--- config.mk ---
export PLATFORM = sky130hd
export DESIGN_NAME = sat_tx
export DESIGN_NICKNAME = d
export VERILOG_FILES = /design/src/rtl/sat_pkg.sv /design/src/rtl/sat_clkgen.sv /design/src/rtl/sat_frame_fsm.sv /design/src/rtl/sat_pair_buf.sv /design/src/rtl/sat_shifter.sv /design/src/rtl/sat_tx.sv
export SDC_FILE = /design/constraint.sdc
export NUM_CORES = 1
export LEC_CHECK = 0
export BUFFER_PORTS_ARGS = -buffer_cell sky130_fd_sc_hd__buf_2
export CORE_MARGIN = 10
export CORE_UTILIZATION = 25
export DETAILED_ROUTE_END_ITERATION = 8
export PLACE_DENSITY = 0.42
export SYNTH_ARGS = -nofsm -noshare
export SYNTH_HDL_FRONTEND = slang
export SYNTH_SLANG_ARGS = --single-unit
export TNS_END_PERCENT = 30
--- constraint.sdc ---
create_clock -name clk -period 8.03 [get_ports clk]
set_input_delay 0 -clock clk [delete_from_list [all_inputs] [get_ports clk]]
set_output_delay 0 -clock clk [all_outputs]
set_load 0.02 [all_outputs]
--- src/rtl/sat_pkg.sv ---
`timescale 1ns/1ps
package sat_pkg;
    typedef enum logic {
        FMT_LJ  = 1'b0,
        FMT_I2S = 1'b1
    } fmt_e;

    typedef enum logic [1:0] {
        ST_ALIGN = 2'd0,
        ST_LEFT  = 2'd1,
        ST_RIGHT = 2'd2
    } tx_state_e;
endpackage

--- src/rtl/sat_clkgen.sv ---
`timescale 1ns/1ps
// Bit/frame clock source: own divider in master mode, synchronized inputs in slave mode.
module sat_clkgen #(
    parameter int HALF_DIV    = 4,
    parameter int SLOTS       = 32,
    parameter int SYNC_STAGES = 2
) (
    input  logic clk,
    input  logic rst_n,
    input  logic master_sel,
    input  logic left_lvl,
    input  logic sclk_i,
    input  logic lrck_i,
    output logic sclk_o,
    output logic lrck_o,
    output logic fall_evt,
    output logic lrck_at_fall
);
    localparam int DIV_W   = (HALF_DIV > 1) ? $clog2(HALF_DIV) : 1;
    localparam int FRAME_W = $clog2(2 * SLOTS);
    localparam logic [DIV_W-1:0] DIV_LAST = DIV_W'(HALF_DIV - 1);

    logic [DIV_W-1:0]   div_cnt;
    logic [FRAME_W-1:0] m_cnt;
    logic [FRAME_W-1:0] m_cnt_inc;
    logic               tick;
    logic               m_fall;
    logic               m_lrck_nxt;
    logic [SYNC_STAGES:0]   sc_pipe;
    logic [SYNC_STAGES-1:0] lr_pipe;
    logic               s_fall;

    assign tick       = (div_cnt == DIV_LAST);
    assign m_fall     = tick & sclk_o;
    assign m_cnt_inc  = m_cnt + 1'b1;
    assign m_lrck_nxt = m_cnt_inc[FRAME_W-1] ? ~left_lvl : left_lvl;

    // Master generator: sclk starts high so its first toggle is a falling edge.
    always_ff @(posedge clk) begin
        if (!rst_n) begin
            div_cnt <= '0;
            sclk_o  <= 1'b1;
            m_cnt   <= '1;
            lrck_o  <= ~left_lvl;
        end else begin
            div_cnt <= tick ? '0 : div_cnt + 1'b1;
            if (tick) begin
                sclk_o <= ~sclk_o;
            end
            if (m_fall) begin
                m_cnt  <= m_cnt_inc;
                lrck_o <= m_lrck_nxt;
            end
        end
    end

    // Slave path: both clocks pass through equal-depth synchronizers.
    always_ff @(posedge clk) begin
        if (!rst_n) begin
            sc_pipe <= '1;
            lr_pipe <= '0;
        end else begin
            sc_pipe <= {sc_pipe[SYNC_STAGES-1:0], sclk_i};
            lr_pipe <= {lr_pipe[SYNC_STAGES-2:0], lrck_i};
        end
    end

    assign s_fall = sc_pipe[SYNC_STAGES] & ~sc_pipe[SYNC_STAGES-1];

    assign fall_evt     = master_sel ? m_fall : s_fall;
    assign lrck_at_fall = master_sel ? m_lrck_nxt : lr_pipe[SYNC_STAGES-1];
endmodule

--- src/rtl/sat_frame_fsm.sv ---
`timescale 1ns/1ps
// Layout strap latch, half-frame state machine and slot counter.
module sat_frame_fsm
    import sat_pkg::*;
#(
    parameter int SLOTS = 32,
    localparam int SI   = $clog2(SLOTS)
) (
    input  logic      clk,
    input  logic      rst_n,
    input  logic      strap_lvl,
    input  logic      fall_evt,
    input  logic      lrck_at_fall,
    output fmt_e      fmt,
    output logic      left_lvl,
    output tx_state_e state_nxt,
    output logic [SI-1:0] slot_nxt,
    output logic      load
);
    localparam logic [SI-1:0] SLOT_LAST = SI'(SLOTS - 1);

    tx_state_e     state;
    logic          primed;
    logic          lrck_prev;
    logic [SI-1:0] slot;
    logic          edge_seen;
    logic          into_left;

    // Strap sensed every cycle of reset, frozen afterwards.
    always_ff @(posedge clk) begin
        if (!rst_n) begin
            fmt <= strap_lvl ? FMT_I2S : FMT_LJ;
        end
    end

    assign left_lvl  = (fmt == FMT_LJ);
    assign edge_seen = fall_evt && primed && (lrck_at_fall != lrck_prev);
    assign into_left = edge_seen && (lrck_at_fall == left_lvl);

    // State register.
    always_ff @(posedge clk) begin
        if (!rst_n) begin
            state <= ST_ALIGN;
        end else begin
            state <= state_nxt;
        end
    end

    // Next state and outputs.
    always_comb begin
        state_nxt = state;
        load      = 1'b0;
        unique case (state)
            ST_ALIGN: begin
                if (into_left) begin
                    state_nxt = ST_LEFT;
                    load      = 1'b1;
                end
            end
            ST_LEFT: begin
                if (edge_seen) begin
                    state_nxt = ST_RIGHT;
                end
            end
            ST_RIGHT: begin
                if (edge_seen) begin
                    state_nxt = ST_LEFT;
                    load      = 1'b1;
                end
            end
            default: begin
                state_nxt = ST_ALIGN;
            end
        endcase
    end

    always_comb begin
        if (!fall_evt) begin
            slot_nxt = slot;
        end else if (edge_seen) begin
            slot_nxt = '0;
        end else if (slot == SLOT_LAST) begin
            slot_nxt = slot;
        end else begin
            slot_nxt = slot + 1'b1;
        end
    end

    always_ff @(posedge clk) begin
        if (!rst_n) begin
            primed    <= 1'b0;
            lrck_prev <= 1'b0;
            slot      <= SLOT_LAST;
        end else begin
            primed <= primed | fall_evt;
            slot   <= slot_nxt;
            if (fall_evt) begin
                lrck_prev <= lrck_at_fall;
            end
        end
    end
endmodule

--- src/rtl/sat_pair_buf.sv ---
`timescale 1ns/1ps
// One-pair holding slot in front of the active pair used by the serializer.
module sat_pair_buf #(
    parameter int WORD_W = 24
) (
    input  logic              clk,
    input  logic              rst_n,
    input  logic              in_valid,
    output logic              in_ready,
    input  logic [WORD_W-1:0] in_left,
    input  logic [WORD_W-1:0] in_right,
    input  logic              load,
    output logic [WORD_W-1:0] word_l,
    output logic [WORD_W-1:0] word_r
);
    logic              pend_full;
    logic [WORD_W-1:0] pend_l;
    logic [WORD_W-1:0] pend_r;
    logic [WORD_W-1:0] act_l;
    logic [WORD_W-1:0] act_r;
    logic              accept;

    assign in_ready = ~pend_full;
    assign accept   = in_valid & ~pend_full;
    // Left word is needed in the load cycle itself, so bypass the held pair.
    assign word_l   = (load && pend_full) ? pend_l : act_l;
    assign word_r   = act_r;

    always_ff @(posedge clk) begin
        if (!rst_n) begin
            pend_full <= 1'b0;
            pend_l    <= '0;
            pend_r    <= '0;
            act_l     <= '0;
            act_r     <= '0;
        end else begin
            if (load && pend_full) begin
                act_l     <= pend_l;
                act_r     <= pend_r;
                pend_full <= 1'b0;
            end
            if (accept) begin
                pend_l    <= in_left;
                pend_r    <= in_right;
                pend_full <= 1'b1;
            end
        end
    end
endmodule

--- src/rtl/sat_shifter.sv ---
`timescale 1ns/1ps
// Picks the bit for the coming slot and registers it on a bit-clock fall.
module sat_shifter
    import sat_pkg::*;
#(
    parameter int WORD_W = 24,
    parameter int SLOTS  = 32,
    localparam int SI    = $clog2(SLOTS),
    localparam int WI    = $clog2(WORD_W)
) (
    input  logic              clk,
    input  logic              rst_n,
    input  fmt_e              fmt,
    input  logic              fall_evt,
    input  tx_state_e         state_nxt,
    input  logic [SI-1:0]     slot_nxt,
    input  logic [WORD_W-1:0] word_l,
    input  logic [WORD_W-1:0] word_r,
    output logic              sdout_q
);
    logic [WORD_W-1:0] sel_word;
    logic [WORD_W-1:0] rev;
    logic [SI:0]       slot_x;
    logic [SI:0]       off_x;
    logic [SI:0]       rel;
    logic              in_rng;
    logic              tx_bit;

    assign sel_word = (state_nxt == ST_LEFT) ? word_l : word_r;

    // Bit-reversed copy so slot order indexes directly.
    for (genvar g = 0; g < WORD_W; g++) begin : g_rev
        assign rev[g] = sel_word[WORD_W-1-g];
    end

    assign slot_x = {1'b0, slot_nxt};
    assign off_x  = (fmt == FMT_I2S) ? (SI+1)'(1) : '0;
    assign rel    = slot_x - off_x;
    assign in_rng = (slot_x >= off_x) && (rel < (SI+1)'(WORD_W));
    assign tx_bit = (state_nxt != ST_ALIGN) && in_rng && rev[rel[WI-1:0]];

    always_ff @(posedge clk) begin
        if (!rst_n) begin
            sdout_q <= 1'b0;
        end else if (fall_evt) begin
            sdout_q <= tx_bit;
        end
    end
endmodule

--- src/rtl/sat_tx.sv ---
`timescale 1ns/1ps
module sat_tx
    import sat_pkg::*;
#(
    parameter int WORD_W      = 24,
    parameter int SLOTS       = 32,
    parameter int HALF_DIV    = 4,
    parameter int SYNC_STAGES = 2
) (
    input  logic              clk,
    input  logic              rst_n,
    input  logic              master_sel,
    input  logic              in_valid,
    output logic              in_ready,
    input  logic [WORD_W-1:0] in_left,
    input  logic [WORD_W-1:0] in_right,
    input  logic              sclk_i,
    input  logic              lrck_i,
    output logic              sclk_o,
    output logic              lrck_o,
    output logic              sclk_oe,
    output logic              lrck_oe,
    input  logic              sdout_i,
    output logic              sdout_o,
    output logic              sdout_oe
);
    localparam int SI = $clog2(SLOTS);

    fmt_e              fmt;
    logic              left_lvl;
    logic              fall_evt;
    logic              lrck_at_fall;
    tx_state_e         state_nxt;
    logic [SI-1:0]     slot_nxt;
    logic              load;
    logic [WORD_W-1:0] word_l;
    logic [WORD_W-1:0] word_r;

    assign sdout_oe = rst_n;
    assign sclk_oe  = rst_n & master_sel;
    assign lrck_oe  = rst_n & master_sel;

    sat_clkgen #(
        .HALF_DIV   (HALF_DIV),
        .SLOTS      (SLOTS),
        .SYNC_STAGES(SYNC_STAGES)
    ) u_clk (
        .clk         (clk),
        .rst_n       (rst_n),
        .master_sel  (master_sel),
        .left_lvl    (left_lvl),
        .sclk_i      (sclk_i),
        .lrck_i      (lrck_i),
        .sclk_o      (sclk_o),
        .lrck_o      (lrck_o),
        .fall_evt    (fall_evt),
        .lrck_at_fall(lrck_at_fall)
    );

    sat_frame_fsm #(
        .SLOTS(SLOTS)
    ) u_fsm (
        .clk         (clk),
        .rst_n       (rst_n),
        .strap_lvl   (sdout_i),
        .fall_evt    (fall_evt),
        .lrck_at_fall(lrck_at_fall),
        .fmt         (fmt),
        .left_lvl    (left_lvl),
        .state_nxt   (state_nxt),
        .slot_nxt    (slot_nxt),
        .load        (load)
    );

    sat_pair_buf #(
        .WORD_W(WORD_W)
    ) u_buf (
        .clk     (clk),
        .rst_n   (rst_n),
        .in_valid(in_valid),
        .in_ready(in_ready),
        .in_left (in_left),
        .in_right(in_right),
        .load    (load),
        .word_l  (word_l),
        .word_r  (word_r)
    );

    sat_shifter #(
        .WORD_W(WORD_W),
        .SLOTS (SLOTS)
    ) u_shf (
        .clk      (clk),
        .rst_n    (rst_n),
        .fmt      (fmt),
        .fall_evt (fall_evt),
        .state_nxt(state_nxt),
        .slot_nxt (slot_nxt),
        .word_l   (word_l),
        .word_r   (word_r),
        .sdout_q  (sdout_o)
    );
endmodule

==> results of run 1 <==
cells in the final DEF, fill, tap and decap left out, types with 5 or more instances in the layout:
cell / instances
nand2b_1: 9
nand2_1: 188
dlygate4sd3_1: 52
inv_1: 5
and2_1: 16
nor2b_1: 6
o21ai_0: 11
mux2i_1: 14
ha_1: 5
dfxtp_1: 121
xnor2_1: 5
o211ai_1: 7
mux2_2: 5
nor2_1: 26
clkbuf_16: 17
xor2_1: 5
nand4_1: 5
buf_2: 61
mux2_1: 8
mux4_2: 8
a21oi_1: 87
registers in the layout, summed over array words and instances, names as in the netlist, 3 cells and up:
name / cells
u_buf.pend_l: 24
u_clk.sc_pipe: 3
u_buf.pend_r: 24
u_clk.m_cnt: 6
u_buf.act_l: 24
u_buf.word_r: 24
u_fsm.slot: 5
logic make-up (layout without fill, tap and decap cells):
kind of cell | Yosys count | count (layout) | share of synthesized area
and+or+nand+nor | 271 | 271 | 0.224
AOI/OAI and AO/OA | 123 | 123 | 0.134
DFF | 123 | 123 | 0.476
buffers and inverters | 48 | 154 | 0.0393
muxes | 37 | 37 | 0.0981
xor gates and xnor gates | 10 | 10 | 0.0168
adders and majority gates | 5 | 5 | 0.0120
per-layer routing:
metal	track usage	vias to the layer above	wire length, microns
li1	-	2261	-
met1	0.134	2038	6660
met2	0.161	82	6160
met3	0.0289	15	594
met4	0.0399	0	159
met5	0	-	0
per-stage QoR:
stage	util	cells	worst slack, ns	cell area [sq um]	hold WS, ns
finish	0.335	993	4.06	6820	0.0526
detailed placement	0.280	909	4.06	5710	0.187
CTS	0.335	993	4.03	6820	0.0365
floorplan	-	617	4.21	5220	0.0989
global placement	0.280	909	4.12	5710	0.190
global route	0.335	993	3.79	6820	0.0594
timing repair:
item                                    4_1_cts  5_1_grt
endpoints found under the hold margin        52        0
endpoints found under the setup margin        0        0
hold buffers                                 52        0
where the power goes:
group	internal, uW	switching (uW)	leakage, uW
Clock	481	276	0.000294
Combinational	58.1	67.0	0.00141
Sequential	634	14.4	0.00100
area by class of cell:
type	instances	area, sq um	share of cell area
clock inverter	10	115	0.0169
inverter	6	22.5	0.00330
tap	270	338	0.0496
sequential	123	2480	0.364
clock buffer	22	474	0.0696
timing repair buffer	116	848	0.124
multi-input combinational	446	2540	0.372
critical path: cells and delay by family, from the launching register on:
kind                      cells  cell delay, ns
AOI/OAI and AO/OA             2            0.37
xor gates and xnor gates      1            0.18
and+or+nand+nor               3            1.00
muxes                         4            1.77
DFF                           1            0.50
how the worst min path moves through the flow:
stage          slack, ns  cells past startpoint                     endpoint  startpoint
2_1_floorplan        0.1                      0          u_fsm.fmt$_DFFE_PN_     sdout_i
3_3_place_gp        0.19                      2  u_clk.sc_pipe[0]$_SDFF_PN1_      sclk_i
3_5_place_dp        0.19                      1          u_fsm.fmt$_DFFE_PN_     sdout_i
4_1_cts             0.04                      3  u_clk.m_cnt[4]$_SDFFE_PN1N_       rst_n
5_1_grt             0.06                      3     u_fsm.slot[0]$_SDFF_PN1_       rst_n
6_report            0.05                      3  u_clk.m_cnt[4]$_SDFFE_PN1N_       rst_n
==> results.sh, run 1 <==
export IMPL_period_needed_ns=3.97
export IMPL_final_layout_size_suffix_gt1_frac=0.158
export IMPL_maxSlewHeadroom=0.187
export IMPL_cts_buffer_depth=2
export IMPL_clkLatencyLatePin_ns=0.41
export IMPL_die_w_microns=164
export IMPL_nFillCells=2125
export IMPL_path_cells="xor2_1, or3b_1, a31oi_4, mux2i_4, nand2_4, mux2_1, mux4_2, mux2_2, nand3b_1, a41oi_1"
export IMPL_cts_sinks=123
export IMPL_synth_commonest_cells="nand2_1 (188), dfxtp_1 (121), a21oi_1 (87)"
export IMPL_place_hpwl_microns=9250
export IMPL_ys_flop_type="dfxtp_1"
export IMPL_placementRows=52
export IMPL_cp_slowest_cell="mux2i_4"
export IMPL_grt_max_degree=82
export IMPL_synth_top_area_share=0.464
export IMPL_ff2ff_setup_slack_ns=4.06
export IMPL_drcViolationCount=0
export IMPL_ys_warn_count=0
export IMPL_postRouteAntennaNets=0
export IMPL_syn_inst=617
export IMPL_gp_congestion=0.753
export IMPL_dr_pass1_iters=4
export IMPL_worstPathArrival_ns=4.24
export IMPL_track_usage=0.104
export IMPL_synth_edf_count=2
export IMPL_maxCapViolCount=0
export IMPL_r2r_end="u_shf.sdout_q$_SDFFE_PN0N_"
export IMPL_grt_first_pass_wirelength_microns=22200
export IMPL_synthArstFlopShare=0
export IMPL_r2r_start="u_fsm.fmt$_DFFE_PN_"
export IMPL_die_h_microns=164
export IMPL_slowest_delay_ns=0.55
export IMPL_avgSynthCellArea_sq_um=8.45
export IMPL_synth_distinct_cells=51
export IMPL_ir_worst_vdd_mv=0.118
export IMPL_crit_type="reg2reg"
export IMPL_power_total_uw=1530
export IMPL_path_max_fanout=51
export IMPL_yosysTopAreaCell="dfxtp_1"
export IMPL_yosysMostFrequentCell="nand2_1"
export IMPL_post_cts_buffers=0
export IMPL_viasPerCell=4.43
export IMPL_setup_violations_final=0
export IMPL_start_util=0.256
export IMPL_antenna_found_initial=0
export IMPL_fin_worst_skew_ns=0.00612
export IMPL_fmax_mhz=252
export IMPL_antenna_cells=0
export IMPL_setup_tns_final_ns=0
export IMPL_ys_ff_latch=123
export IMPL_maxSlewViolCount=0
export IMPL_grt_ovfl_total=0
export IMPL_cts_resized=0
export IMPL_critPathCaptureType="flip-flop"
export IMPL_crit_path_start_kind="flip-flop"
export IMPL_hold_violations=0
export IMPL_cts_clk_slew_worst_paths_ns=0.05
export IMPL_netlist_area_sq_mm=0.00522
export IMPL_vias=4396
export IMPL_tightestPinTransition_ns=1.22
export IMPL_r2r_cells=10
export IMPL_cts_buffers_inserted=17
export IMPL_die_area_sq_mm=0.0270
export IMPL_rsz0062_at_grt="no"
export IMPL_crit_end="u_shf.sdout_q$_SDFFE_PN0N_"
export IMPL_ios=62
export IMPL_root_buffer="clkbuf_16"
export IMPL_io_buffers=61
export IMPL_area_growth_pct=30.7
export IMPL_cellPowerDensity_mw_per_mm2=225
export IMPL_cts_tree="built"
export IMPL_worstPathRequired_ns=8.31
export IMPL_synth_nets=677
export IMPL_fin_nets=770
export IMPL_status="complete, no violations"
export IMPL_cts_htree_levels=4
export IMPL_yosysSeqAreaShare=0.476
export IMPL_grt_pass1_vias=4445
export IMPL_min_path_type="in2reg"
export IMPL_coreArea_sq_mm=0.0204
export IMPL_yosys_top_cells_area="dfxtp_1 (46%), nand2_1 (14%), a21oi_1 (8.3%)"
export IMPL_period_share=0.494
export IMPL_routedWlPerCell_microns=13.7
export IMPL_drt_iter0_drc=242
export IMPL_p_leak_uw=0.00271
export IMPL_cp_startpoint="u_fsm.fmt$_DFFE_PN_"
export IMPL_drt_wl_total_microns=13600
(Power assumes the default switching activity.)
==> run 2: changes to the inputs <==
==> constraint.sdc (replaced) <==
create_clock -name clk -period 4.1 [get_ports clk]
set_input_delay 0 -clock clk [delete_from_list [all_inputs] [get_ports clk]]
set_output_delay 0 -clock clk [all_outputs]
set_load 0.02 [all_outputs]
==> results.sh, run 2 (synthesis results as in run 1) <==
export IMPL_fin_worst_skew_ns=0.00924
export IMPL_critPathCaptureType="flip-flop"
export IMPL_clkLatencyLatePin_ns=0.42
export IMPL_path_max_fanout=11
export IMPL_mostFrequentLayoutCell="nand2_1"
export IMPL_power_total_uw=3130
export IMPL_cts_tree="built"
export IMPL_path_depth=11
export IMPL_drt_iter0_drc=221
export IMPL_period_needed_ns=3.72
export IMPL_ff2ff_setup_slack_ns=0.38
export IMPL_fin_nets=774
export IMPL_maxCapViolCount=0
export IMPL_r2r_cells=11
export IMPL_dr_pass1_iters=4
export IMPL_cts_clk_slew_worst_paths_ns=0.06
export IMPL_min_path_type="in2reg"
export IMPL_crit_path_start_kind="flip-flop"
export IMPL_coreArea_sq_mm=0.0204
export IMPL_cp_slowest_cell="mux4_2"
export IMPL_p_leak_uw=0.00274
export IMPL_gp_congestion=0.765
export IMPL_grt_pass1_vias=4313
export IMPL_mostFrequentLayoutCells="nand2_1 (188), dfxtp_1 (121), a21oi_1 (87)"
export IMPL_area_growth_pct=32.1
export IMPL_viasPerCell=4.38
export IMPL_antenna_found_initial=0
export IMPL_rsz0062_at_grt="no"
export IMPL_postRouteAntennaNets=0
export IMPL_die_area_sq_mm=0.0270
export IMPL_cts_resized=0
export IMPL_grt_max_degree=60
export IMPL_die_h_microns=164
export IMPL_cts_buffer_depth=2
export IMPL_antenna_cells=0
export IMPL_ir_worst_vdd_mv=0.251
export IMPL_placementRows=52
export IMPL_setup_violations_final=0
export IMPL_place_hpwl_microns=9360
export IMPL_cts_sinks=123
export IMPL_drcViolationCount=0
export IMPL_routedWlPerCell_microns=13.5
export IMPL_tightestPinTransition_ns=1.04
export IMPL_grt_first_pass_wirelength_microns=22300
export IMPL_final_layout_size_suffix_gt1_frac=0.164
export IMPL_period_share=0.908
export IMPL_worstPathRequired_ns=4.39
export IMPL_path_cells="xor2_1, or3b_1, a31oi_4, mux2i_4, nand2b_1, ha_1, ha_1, mux4_2, mux2_2, nand3b_1, a41oi_1"
export IMPL_fmax_mhz=269
export IMPL_track_usage=0.104
export IMPL_grt_ovfl_total=0
export IMPL_maxSlewViolCount=0
export IMPL_maxSlewHeadroom=0.308
export IMPL_path_buf_inv=0
export IMPL_path_common_cell="ha_1"
export IMPL_post_cts_buffers=0
export IMPL_cpLargestDelayFamily="multiplexers"
export IMPL_hold_violations=0
export IMPL_r2r_start="u_fsm.fmt$_DFFE_PN_"
export IMPL_status="complete, no violations"
export IMPL_vias=4367
export IMPL_setup_tns_final_ns=0
export IMPL_drt_wl_total_microns=13500
export IMPL_worstPathArrival_ns=4.01
export IMPL_ios=62
export IMPL_io_buffers=61
export IMPL_die_w_microns=164
export IMPL_cp_startpoint="u_fsm.fmt$_DFFE_PN_"
export IMPL_crit_end="u_shf.sdout_q$_SDFFE_PN0N_"
export IMPL_cellPowerDensity_mw_per_mm2=453
export IMPL_cts_buffers_inserted=17
export IMPL_slowest_delay_ns=0.56
export IMPL_cts_htree_levels=4
export IMPL_r2r_end="u_shf.sdout_q$_SDFFE_PN0N_"
export IMPL_root_buffer="clkbuf_16"
export IMPL_crit_type="reg2reg"
export IMPL_hold_buffers=52
export IMPL_start_util=0.256
## run 2: cell types whose count changed in the layout (fill, tap and decap cells not counted)
cell	previous run	this run
buf_4	3	7
clkinv_2	4	1
clkinvlp_4	0	3
bufinv_16	2	4
clkbuf_8	3	1
clkbuf_1	2	1
inv_6	1	2
## run 2: where the power goes
group | total [uW] | internal, uW | switching (uW)
clock network | 1610 | 1040 | 571
registers | 1270 | 1240 | 28.1
logic | 246 | 114 | 132
total | 3130 | 2390 | 731
## run 2: layout make-up
| type | count | area, sq um |
|---|---|---|
| fillers | 2107 | 13500 |
| multi-input cells | 446 | 2540 |
| flip-flops and latches | 123 | 2480 |
| repair buffers | 120 | 878 |
| clock buffers | 19 | 443 |
| well taps | 270 | 338 |
| clock inverters | 13 | 191 |
| inverters | 6 | 22.5 |
## run 2: per-layer routing
layer | part of all wire | track usage | up-vias
met1 | 0.51 | 0.138 | 2025
li1 | - | - | 2267
met3 | 0.044 | 0.0351 | 12
met5 | 0 | 0 | -
met2 | 0.43 | 0.154 | 63
met4 | 0.013 | 0.0374 | 0
## run 2: worst min path at each step
stage	from	to	slack, ns	depth (start not counted)
after floorplan	sdout_i	u_fsm.fmt$_DFFE_PN_	0.1	0
after global placement	sclk_i	u_clk.sc_pipe[0]$_SDFF_PN1_	0.19	2
after detailed placement	sclk_i	u_clk.sc_pipe[0]$_SDFF_PN1_	0.19	2
after CTS	rst_n	u_clk.m_cnt[3]$_SDFFE_PN1N_	0.06	2
after global routing	rst_n	u_clk.m_cnt[5]$_SDFFE_PN1N_	0.09	2
final	rst_n	u_clk.m_cnt[3]$_SDFFE_PN1N_	0.06	2
## run 2: metrics by stage
| stage | cell area [sq um] | worst slack (ns) | hold WS, ns | utilization | std cells |
|---|---|---|---|---|---|
| after floorplan | 5220 | 0.284 | 0.0989 | - | 617 |
| after global placement | 5740 | 0.463 | 0.186 | 0.282 | 913 |
| after detailed placement | 5740 | 0.357 | 0.193 | 0.282 | 913 |
| after CTS | 6890 | 0.349 | 0.0569 | 0.338 | 997 |
| after global routing | 6890 | 0.0941 | 0.0922 | 0.338 | 997 |
| final | 6890 | 0.377 | 0.0600 | 0.338 | 997 |
## run 2: worst reg2reg max path: stages (launching register included)
cell      delay (ns)
edfxtp_1        0.47
xor2_1          0.19
or3b_1          0.41
a31oi_4         0.23
mux2i_4         0.40
nand2b_1        0.18
ha_1            0.22
ha_1            0.45
mux4_2          0.56
mux2_2          0.27
nand3b_1        0.08
a41oi_1         0.12
